$ cat src/rtl/i2cps_pkg.sv
package i2cps_pkg;

    typedef enum logic [3:0] {
        ST_IDLE,
        ST_ADDR,
        ST_AACK,
        ST_CMD,
        ST_CACK,
        ST_WDAT,
        ST_WACK,
        ST_RDAT,
        ST_RACK
    } slv_state_e;

    typedef struct packed {
        slv_state_e  state;
        logic [3:0]  cnt;
        logic [7:0]  shift;
        logic        rw;
        logic        mack;
        logic        pull;
    } slv_regs_t;

    typedef struct packed {
        logic [2:0] scl_h;
        logic [2:0] sda_h;
    } sync_regs_t;

endpackage

$ cat src/rtl/i2cps_sync.sv
module i2cps_sync
    import i2cps_pkg::*;
(
    input  logic clk,
    input  logic rst_n,
    input  logic scl_i,
    input  logic sda_i,
    output logic sda_s,
    output logic scl_rise,
    output logic scl_fall,
    output logic start_det,
    output logic stop_det
);

    sync_regs_t sy_d, sy_q;

    always_comb begin
        sy_d       = sy_q;
        sy_d.scl_h = {sy_q.scl_h[1:0], scl_i};
        sy_d.sda_h = {sy_q.sda_h[1:0], sda_i};
    end

    always_ff @(posedge clk or negedge rst_n) begin
        if (!rst_n) begin
            sy_q.scl_h <= 3'b111;
            sy_q.sda_h <= 3'b111;
        end else begin
            sy_q <= sy_d;
        end
    end

    // bit 1 is the settled sample, bit 2 the one before it
    assign sda_s     = sy_q.sda_h[1];
    assign scl_rise  = sy_q.scl_h[1] & ~sy_q.scl_h[2];
    assign scl_fall  = ~sy_q.scl_h[1] & sy_q.scl_h[2];
    assign start_det = sy_q.scl_h[1] & sy_q.scl_h[2] & sy_q.sda_h[2] & ~sy_q.sda_h[1];
    assign stop_det  = sy_q.scl_h[1] & sy_q.scl_h[2] & ~sy_q.sda_h[2] & sy_q.sda_h[1];

    // the two bus conditions never coincide
    assert_start_stop_excl_R10: assert property (@(posedge clk) disable iff (!rst_n)
        !(start_det && stop_det));

endmodule

$ cat src/rtl/i2cps_ptr.sv
module i2cps_ptr #(
    parameter int NUM_REGS = 10,
    localparam int PTR_W = (NUM_REGS > 2) ? $clog2(NUM_REGS) : 1
) (
    input  logic             clk,
    input  logic             rst_n,
    input  logic             load,
    input  logic [7:0]       load_val,
    input  logic             incr,
    output logic [PTR_W-1:0] ptr
);

    localparam logic [PTR_W-1:0] LAST = PTR_W'(NUM_REGS - 1);

    logic [PTR_W-1:0] ptr_d, ptr_q;

    always_comb begin
        ptr_d = ptr_q;
        if (load) begin
            if (int'(load_val) < NUM_REGS) ptr_d = load_val[PTR_W-1:0];
            else                           ptr_d = '0;
        end else if (incr) begin
            ptr_d = (ptr_q == LAST) ? '0 : ptr_q + 1'b1;
        end
    end

    always_ff @(posedge clk or negedge rst_n) begin
        if (!rst_n) ptr_q <= '0;
        else        ptr_q <= ptr_d;
    end

    assign ptr = ptr_q;

    // pointer never leaves the implemented range
    assert_ptr_in_range_R6: assert property (@(posedge clk) disable iff (!rst_n)
        int'(ptr_q) < NUM_REGS);

endmodule

$ cat src/rtl/i2cps_top.sv
module i2cps_top
    import i2cps_pkg::*;
#(
    parameter int          NUM_REGS = 10,
    parameter logic [6:0]  ADDR_LO  = 7'b0100000,
    parameter logic [6:0]  ADDR_HI  = 7'b0100100,
    localparam int         PTR_W    = (NUM_REGS > 2) ? $clog2(NUM_REGS) : 1
) (
    input  logic             clk,
    input  logic             rst_n,
    input  logic             scl_i,
    input  logic             sda_i,
    input  logic             addr_sel,
    output logic             sda_pull,
    output logic [PTR_W-1:0] reg_addr,
    output logic             reg_we,
    output logic [7:0]       reg_wdata,
    input  logic [7:0]       reg_rdata
);

    localparam logic [PTR_W-1:0] LAST = PTR_W'(NUM_REGS - 1);

    logic sda_s, scl_rise, scl_fall, start_det, stop_det;
    logic ptr_load, ptr_inc;
    logic byte_done, addr_hit;
    slv_regs_t st_d, st_q;

    i2cps_sync u_sync (
        .clk       (clk),
        .rst_n     (rst_n),
        .scl_i     (scl_i),
        .sda_i     (sda_i),
        .sda_s     (sda_s),
        .scl_rise  (scl_rise),
        .scl_fall  (scl_fall),
        .start_det (start_det),
        .stop_det  (stop_det)
    );

    i2cps_ptr #(.NUM_REGS(NUM_REGS)) u_ptr (
        .clk      (clk),
        .rst_n    (rst_n),
        .load     (ptr_load),
        .load_val (st_q.shift),
        .incr     (ptr_inc),
        .ptr      (reg_addr)
    );

    assign byte_done = scl_fall && (st_q.cnt == 4'd8);
    assign addr_hit  = st_q.shift[7:1] == (addr_sel ? ADDR_HI : ADDR_LO);

    always_comb begin
        st_d     = st_q;
        reg_we   = 1'b0;
        ptr_load = 1'b0;
        ptr_inc  = 1'b0;
        if (stop_det) begin
            st_d.state = ST_IDLE;
            st_d.pull  = 1'b0;
        end else if (start_det) begin
            st_d.state = ST_ADDR;
            st_d.cnt   = '0;
            st_d.pull  = 1'b0;
        end else begin
            case (st_q.state)
                ST_ADDR, ST_CMD, ST_WDAT: begin
                    if (scl_rise) begin
                        st_d.shift = {st_q.shift[6:0], sda_s};
                        st_d.cnt   = st_q.cnt + 4'd1;
                    end else if (byte_done) begin
                        st_d.cnt  = '0;
                        st_d.pull = 1'b1;
                        if (st_q.state == ST_ADDR) begin
                            st_d.rw = st_q.shift[0];
                            if (addr_hit) st_d.state = ST_AACK;
                            else begin
                                st_d.state = ST_IDLE;
                                st_d.pull  = 1'b0;
                            end
                        end else if (st_q.state == ST_CMD) begin
                            ptr_load   = 1'b1;
                            st_d.state = ST_CACK;
                        end else begin
                            reg_we     = 1'b1;
                            ptr_inc    = 1'b1;
                            st_d.state = ST_WACK;
                        end
                    end
                end
                ST_AACK, ST_CACK, ST_WACK: begin
                    if (scl_fall) begin
                        st_d.pull = 1'b0;
                        st_d.cnt  = '0;
                        if (st_q.state == ST_AACK && st_q.rw) begin
                            st_d.state = ST_RDAT;
                            st_d.shift = reg_rdata;
                            st_d.pull  = ~reg_rdata[7];
                        end else if (st_q.state == ST_AACK) begin
                            st_d.state = ST_CMD;
                        end else begin
                            st_d.state = ST_WDAT;
                        end
                    end
                end
                ST_RDAT: begin
                    if (scl_rise) begin
                        st_d.cnt = st_q.cnt + 4'd1;
                    end else if (byte_done) begin
                        st_d.pull  = 1'b0;
                        st_d.cnt   = '0;
                        ptr_inc    = 1'b1;
                        st_d.state = ST_RACK;
                    end else if (scl_fall) begin
                        st_d.shift = {st_q.shift[6:0], 1'b0};
                        st_d.pull  = ~st_q.shift[6];
                    end
                end
                ST_RACK: begin
                    if (scl_rise) begin
                        st_d.mack = ~sda_s;
                    end else if (scl_fall) begin
                        if (st_q.mack) begin
                            st_d.state = ST_RDAT;
                            st_d.shift = reg_rdata;
                            st_d.pull  = ~reg_rdata[7];
                        end else begin
                            st_d.state = ST_IDLE;
                        end
                    end
                end
                default: st_d.pull = 1'b0;
            endcase
        end
    end

    always_ff @(posedge clk or negedge rst_n) begin
        if (!rst_n) begin
            st_q.state <= ST_IDLE;
            st_q.cnt   <= '0;
            st_q.shift <= '0;
            st_q.rw    <= 1'b0;
            st_q.mack  <= 1'b0;
            st_q.pull  <= 1'b0;
        end else begin
            st_q <= st_d;
        end
    end

    assign sda_pull  = st_q.pull;
    assign reg_wdata = st_q.shift;

    // SDA drive only changes after SCL falls or a bus condition
    assert_pull_edge_R11: assert property (@(posedge clk) disable iff (!rst_n)
        !$stable(sda_pull) |-> $past(scl_fall || start_det || stop_det));

    // STOP always frees the data line
    assert_stop_release_R10: assert property (@(posedge clk) disable iff (!rst_n)
        stop_det |=> !sda_pull);

    // a write strobe is followed by a one-step pointer advance with wrap
    assert_ptr_step_R5: assert property (@(posedge clk) disable iff (!rst_n)
        reg_we |=> (reg_addr == (($past(reg_addr) == LAST) ? '0 : $past(reg_addr) + 1'b1)));

    // an idle slave never drives the line
    assert_idle_quiet_R8: assert property (@(posedge clk) disable iff (!rst_n)
        (st_q.state == ST_IDLE) |-> !sda_pull);

endmodule

$ cat config.mk
export PLATFORM = sky130hd
export DESIGN_NAME = i2cps_top
export DESIGN_NICKNAME = d
export VERILOG_FILES = /design/src/rtl/i2cps_pkg.sv /design/src/rtl/i2cps_sync.sv /design/src/rtl/i2cps_ptr.sv /design/src/rtl/i2cps_top.sv
export SDC_FILE = /design/constraint.sdc
export NUM_CORES = 1
export LEC_CHECK = 0
export ABC_AREA = 1
export BUFFER_PORTS_ARGS = -buffer_cell sky130_fd_sc_hd__buf_2
export CORE_ASPECT_RATIO = 0.7
export CORE_MARGIN = 2
export CORE_UTILIZATION = 54
export CTS_BUF_LIST = sky130_fd_sc_hd__clkbuf_4
export DETAILED_ROUTE_END_ITERATION = 10
export PLACE_DENSITY = 0.81
export SKIP_CTS_REPAIR_TIMING = 1
export SLEW_MARGIN = 20
export SYNTH_ARGS = -nofsm -noshare
export SYNTH_HDL_FRONTEND = slang
export SYNTH_SLANG_ARGS = --single-unit
$ cat constraint.sdc
create_clock -name clk -period 1.5 [get_ports clk]
set_input_delay 0.225 -clock clk [delete_from_list [all_inputs] [get_ports clk]]
set_output_delay 0.225 -clock clk [all_outputs]
set_load 0.02 [all_outputs]
==> results.cfg, run 1 <==
[run_status]
run_status = complete, but fails checks
failed_checks = setup timing

[clock_network]
htreeDepth = 2
clkLatencyLatePin_ps = 360
cts_buffers = 5
cts.sinks = 29
cts_tree = built
clkTransAtPathRegs_ps = 100
cts-root-to-sink-buffers = 2
ctsRootBufferMaster = clkbuf_4

[logic_synthesis]
yosysSeqAreaShare_pct = 36.6
syn_area_per_cell_um2 = 6.70
postSynthCellCount = 299
yosysWarnings = 0
synth_seq_cells = 29
synth_area_um2 = 2000
synth.distinct_cells = 26
synth_nets = 314

[sta]
min_period_ps = 1790
setup-violations-final = 22
skew_ps = 10.5
max_slew_margin_pct = 56.6
hold_viol = 0
drv_slew = 0
fmax_mhz = 559
worst_pin_slew_ps = 651
rsz0062_at_grt = yes
finalCritPeriodShare_pct = 119
finalWorstSetupSlack_ps = -290

[setup_path]
required_ps = 1270
worstSetupPathType = register to primary output
timing.reg2reg.setup_slack_ps = -280
rr_endpoint = st_q[15]
worstPathArrival_ps = 1570
worstSetupEndpoint = reg_we
critPathLaunch = st_q[11]
cp-end-kind = primary output
r2r_start = u_sync.sy_q[5]
r2r_cells = 9
cp_max_fo = 3
worstSetupStartpointType = register

[finish]
final_nets = 399
mostFrequentLayoutCell = nand2_1
area_growth_pct = 50.2
drive_gt1_share_pct = 45.7
antenna_cells = 0
final_util_pct = 85.2
stdcell_count = 435
final_cell_mix = nand2_1 (76), buf_4 (50), inv_1 (28), nand3_1 (27), buf_2 (25)

[placed_design]
dp_hpwl_um = 3780
globalplace.congestion = 0.938
dp_slack_ps = -174
io_buffers = 26
placedCellCount = 407

[route]
drc_errors = 0
firstDrtPassIters = 5
wl_per_cell_um = 17.9
via_count = 2597
drtIter0Drc = 394
antenna_left = 0
wirelength_um = 7770
vias_per_cell = 5.97

[global_routing]
grt_use_total_pct = 27.3
grt_pass1_vias = 1884
grt_remaining_overflow = 0
grt_max_degree = 30
grt_pass1_wl_um = 8770
antenna_found_initial = 0

[power_and_ir_drop]
p_per_area_nw_per_um2 = 2000
leakage_nw = 1.58
ir_drop_v = 0.00151
total_power_w = 0.00602

[floorplanning]
rows = 18
ios = 27
fp.dieW_um = 76.8
die_height_um = 55.0
start_util_pct = 56.7
die-area_um2 = 4220
fp.coreArea_um2 = 3540

[flow_run]
cap_violations = 0

[worst_hold_path]
min_path_type = input pin to register
worst min-delay path by stage:
stage | from | to | cells past startpoint
floorplan | rst_n | reg_wdata[0] | 0
global placement | rst_n | st_q[1] | 1
detailed placement | rst_n | st_q[1] | 1
CTS | rst_n | reg_wdata[6] | 1
global route | reg_rdata[6] | reg_wdata[6] | 5
finish | reg_rdata[6] | reg_wdata[6] | 5
report_power, final:
group	total [W]	internal, W	switching, W
registers	0.00120	0.000980	0.000218
clock network	0.000679	0.000364	0.000314
logic	0.00414	0.00167	0.00247
metrics by stage:
step | area, um^2 | TNS [ps] | hold WS [ps]
finish | 3010 | -4400 | 217
detailed placement | 2450 | -2370 | 292
floorplan | 2010 | 0 | -70.6
global placement | 2450 | -1540 | 293
CTS | 2530 | -4070 | -86.2
global route | 3010 | -6330 | 258
sequential cells by signal (all words and copies together) (netlist names):
name,count
sda_pull,1
u_sync.sy_q,2
u_sync.sy_d,3
u_sync.sda_s,1
u_ptr.ptr,4
reg_wdata,8
st_q,10
cell usage after synthesis:
cell type  number  share of area (%)
nand2_2         2               0.62
a21oi_1         8                2.0
o21ai_0        20                5.0
nand2_4         3                1.7
nand3_2         1               0.50
nor2_2          7                2.2
inv_4           1               0.31
xor2_1          1               0.44
buf_4           9                3.4
ha_1            2                1.2
nand4_1         1               0.31
dfrtp_1        23                 29
nand2_1       102                 19
nor2_1         27                5.1
nor2_8          1                1.0
nor2_4          3                1.7
inv_2           3               0.56
inv_1          35                6.6
nor4_1          1               0.31
o2111ai_1       1               0.44
a31oi_1         2               0.62
buf_6           1               0.56
dfstp_2         6                7.9
o211ai_1        1               0.37
nand3_1        35                8.7
nor3_1          3               0.75
routing by layer:
metal	global-route usage [%]	vias to the layer above	part of all wire, %
met5	0	-	0
met4	11.5	0	6.6
met3	6.01	82	12
met2	40.1	232	44
met1	39.5	1172	38
li1	-	1111	-
kinds of logic after synthesis:
logic type	after synthesis	synth area share (%)
simple gates	186	41.9
buf+inv	49	11.4
compound gates	32	8.43
flops	29	36.6
fa+ha+maj	2	1.25
xor+xnor	1	0.437
cell type report:
cell class,count,area (um^2)
inverter,39,159
multi-input combinational,221,1320
fill,182,524
clock inverter,2,33.8
sequential,29,738
timing repair buffer,88,652
tap,50,62.6
clock buffer,6,45.0
worst max-delay path, stage by stage, from the launching register on:
cell,delay (ps)
dfrtp_1,400
inv_1,60
ha_2,170
nand3_2,80
nor2_4,170
inv_2,80
nor2_4,110
buf_6,130
(Power assumes the default switching activity.)
==> inputs of run 2 (changes only) <==
--- a/config.mk
+++ b/config.mk
@@ -5,14 +5,13 @@
 export SDC_FILE = /design/constraint.sdc
 export NUM_CORES = 1
 export LEC_CHECK = 0
-export ABC_AREA = 1
 export BUFFER_PORTS_ARGS = -buffer_cell sky130_fd_sc_hd__buf_2
 export CORE_ASPECT_RATIO = 0.7
 export CORE_MARGIN = 2
 export CORE_UTILIZATION = 54
 export CTS_BUF_LIST = sky130_fd_sc_hd__clkbuf_4
 export DETAILED_ROUTE_END_ITERATION = 10
-export PLACE_DENSITY = 0.81
+export PLACE_DENSITY = 0.82
 export SKIP_CTS_REPAIR_TIMING = 1
 export SLEW_MARGIN = 20
 export SYNTH_ARGS = -nofsm -noshare
==> results.cfg, run 2 <==
[run_status]
run_status = complete, but fails checks
failed_checks = setup timing

[power_and_ir_drop]
p_switching_w = 0.00117
p_per_area_nw_per_um2 = 1010
clock_power_share_pct = 16.8
intPower_w = 0.00183
p_sw_share_pct = 38.9
ir_drop_v = 0.00117
total_power_w = 0.00300
sequentialPowerShare_pct = 35.8
comb_power_share_pct = 47.4
leakage_nw = 1.35

[route]
drtIter0Drc = 200
antenna_left = 0
drc_errors = 0
firstDrtPassIters = 6
via_count = 2069
wirelength_um = 6690
wl_per_cell_um = 19.2
vias_per_cell = 5.93

[global_routing]
antenna_found_initial = 0
grt_max_degree = 30
grt_use_total_pct = 28.0
grt_pass1_wl_um = 8580
grt_remaining_overflow = 0
grt_pass1_vias = 1753

[finish]
final_nets = 313
final_cell_mix = buf_4 (70), buf_2 (25), dfrtp_1 (19), mux2_2 (15), a21oi_1 (12)
largest_reg_flops = 10
area_growth_pct = 50.3
antenna_cells = 0
mostFrequentLayoutCell = buf_4
top_register = st_q
drive_gt1_share_pct = 60.5

[setup_path]
worstPathArrival_ps = 2240
required_ps = 1760
slowest_stage = dfrtp_1
worstSetupPathType = register to register
r2r_cells = 8
cp-end-kind = register
path_cells = inv_2 > ha_4 > nand3b_1 > nor2_2 > o21ai_0 > buf_4 > nand4_4 > mux2_2
worstSetupStartpointType = register
timing.reg2reg.setup_slack_ps = -480
slowest_delay_ps = 400
r2r_start = st_q[12]
cp_max_fo = 8
rr_endpoint = reg_wdata[6]

[logic_synthesis]
yosys-top-cells-count = dfrtp_1 (23), mux2_2 (17), o21ai_0 (16)
synth_adder_area_share_pct = 1.27
synth_nets = 214
syn_area_per_cell_um2 = 9.92
synth_compound_area_share_pct = 23.1
yosysWarnings = 0
synthXorXnorAreaFrac_pct = 1.33
synth-simple-area-share_pct = 19.8
yosys.area.top_type_share_pct = 29.2
yosysSeqAreaShare_pct = 37.2
yosys.area.top_type = dfrtp_1
ys_async_sr_fraction_pct = 100
yosysMostFrequentCell = dfrtp_1
synth_mux_area_share_pct = 10.2
synth_top_family_by_area = compound AO/OA/AOI/OAI gates
synth_area_um2 = 1970
postSynthCellCount = 199
ys.flop_type = dfrtp_1
synth_edf_count = 0
synth.distinct_cells = 60
synth_area_leaders = dfrtp_1 (29%), mux2_2 (9.7%), dfstp_2 (8.0%), o21ai_0 (4.1%), buf_4 (3.4%)
synth_seq_cells = 29

[sta]
min_period_ps = 1980
hold_viol = 0
max_slew_margin_pct = 55.4
fin_setup_tns_ps = -8010
worst_pin_slew_ps = 669
fmax_mhz = 504
finalWorstSetupSlack_ps = -484
rsz0062_at_grt = yes
drv_slew = 0
setup-violations-final = 24
skew_ps = 11.5
finalCritPeriodShare_pct = 132

[floorplanning]
start_util_pct = 56.2
die_height_um = 54.6
fp.dieW_um = 76.3
rows = 18
fp.coreArea_um2 = 3510
ios = 27
die-area_um2 = 4160

[clock_network]
ctsRootBufferMaster = clkbuf_4
htreeDepth = 2
clkLatencyLatePin_ps = 370
cts_buffers = 5
cts-root-to-sink-buffers = 2
cts_tree = built
cts.sinks = 29
clkTransAtPathRegs_ps = 100

[worst_hold_path]
min_path_type = input pin to register
whs_path_depth = 3
hold_path_end = reg_wdata[3]
min_from = reg_rdata[3]

[placed_design]
io_buffers = 26
globalplace.congestion = 1.02
dp_slack_ps = -454
dp_hpwl_um = 4330

[flow_run]
cap_violations = 0
==> run 2: cell count changes after synthesis, moves of 5 or more <==
cell / before / now
nand2_1: 102 / 8
nand3_1: 35 / 4
inv_1: 35 / 6
mux2_2: 0 / 17
nor2_1: 27 / 11
nor2_2: 7 / 0
a21oi_1: 8 / 13
buf_2: 0 / 5
==> run 2: power groups by stage <==
stage	Sequential, W	Clock (W)	Combinational, W
6_report	0.00107	0.000505	0.00142
5_1_grt	0.00108	0.000538	0.00151
4_1_cts	0.00105	0.000503	0.00126
3_5_place_dp	0.00106	0	0.00126
3_3_place_gp	0.00106	0	0.00119
2_1_floorplan	0.00106	0	0.000834
==> run 2: logic make-up (layout without fill, tap and decap cells) <==
| logic type | Yosys count | after routing |
|---|---|---|
| and+or+nand+nor | 57 | 57 |
| AOI/OAI and AO/OA | 66 | 67 |
| xor gates and xnor gates | 3 | 3 |
| adders and majority gates | 2 | 2 |
| DFF | 29 | 29 |
| muxes | 18 | 18 |
| buffers and inverters | 24 | 123 |
==> run 2: routing by layer <==
metal,up-vias,track usage (%),wire (um)
met2,120,46.5,3150
li1,933,-,-
met5,-,0,0
met3,33,5.12,518
met1,983,36.5,2800
met4,0,13.9,219
==> run 2: through the flow <==
stage | std cells | hold slack, ps | area [um^2] | utilization [%]
6_report | 349 | 210 | 2970 | 84.4
5_1_grt | 349 | 222 | 2970 | 84.4
4_1_cts | 330 | -103 | 2640 | 75.1
3_5_place_dp | 322 | 297 | 2580 | 73.6
3_3_place_gp | 322 | 291 | 2580 | 73.6
2_1_floorplan | 199 | -70.6 | 2040 | -
==> run 2: cell type report <==
| class | count | area, um^2 |
|---|---|---|
| Clock inverter | 3 | 17.5 |
| Sequential cell | 29 | 738 |
| Inverter | 6 | 22.5 |
| Clock buffer | 5 | 37.5 |
| Fill cell | 209 | 547 |
| Multi-Input combinational cell | 147 | 1270 |
| Tap cell | 50 | 62.6 |
| Timing Repair Buffer | 109 | 813 |
==> run 2: worst max-delay path by stage <==
stage                        start      endpoint  slack [ps]  depth (start not counted)
final                     st_q[12]  reg_wdata[6]        -480                          8
after global routing      st_q[17]  reg_wdata[6]        -510                          6
after CTS                 st_q[15]        reg_we        -630                          6
after detailed placement  st_q[16]      st_q[15]        -450                          5
after global placement    st_q[11]      st_q[14]        -360                          8
after floorplan           st_q[16]  reg_wdata[1]        -260                          5
==> run 2: critical path, delay by kind of cell (launching register included) <==
family	cells	cell delay [ps]
AOI/OAI and AO/OA	1	130
and+or+nand+nor	3	600
buffers and inverters	2	250
adders and majority gates	1	130
muxes	1	370
DFF	1	400
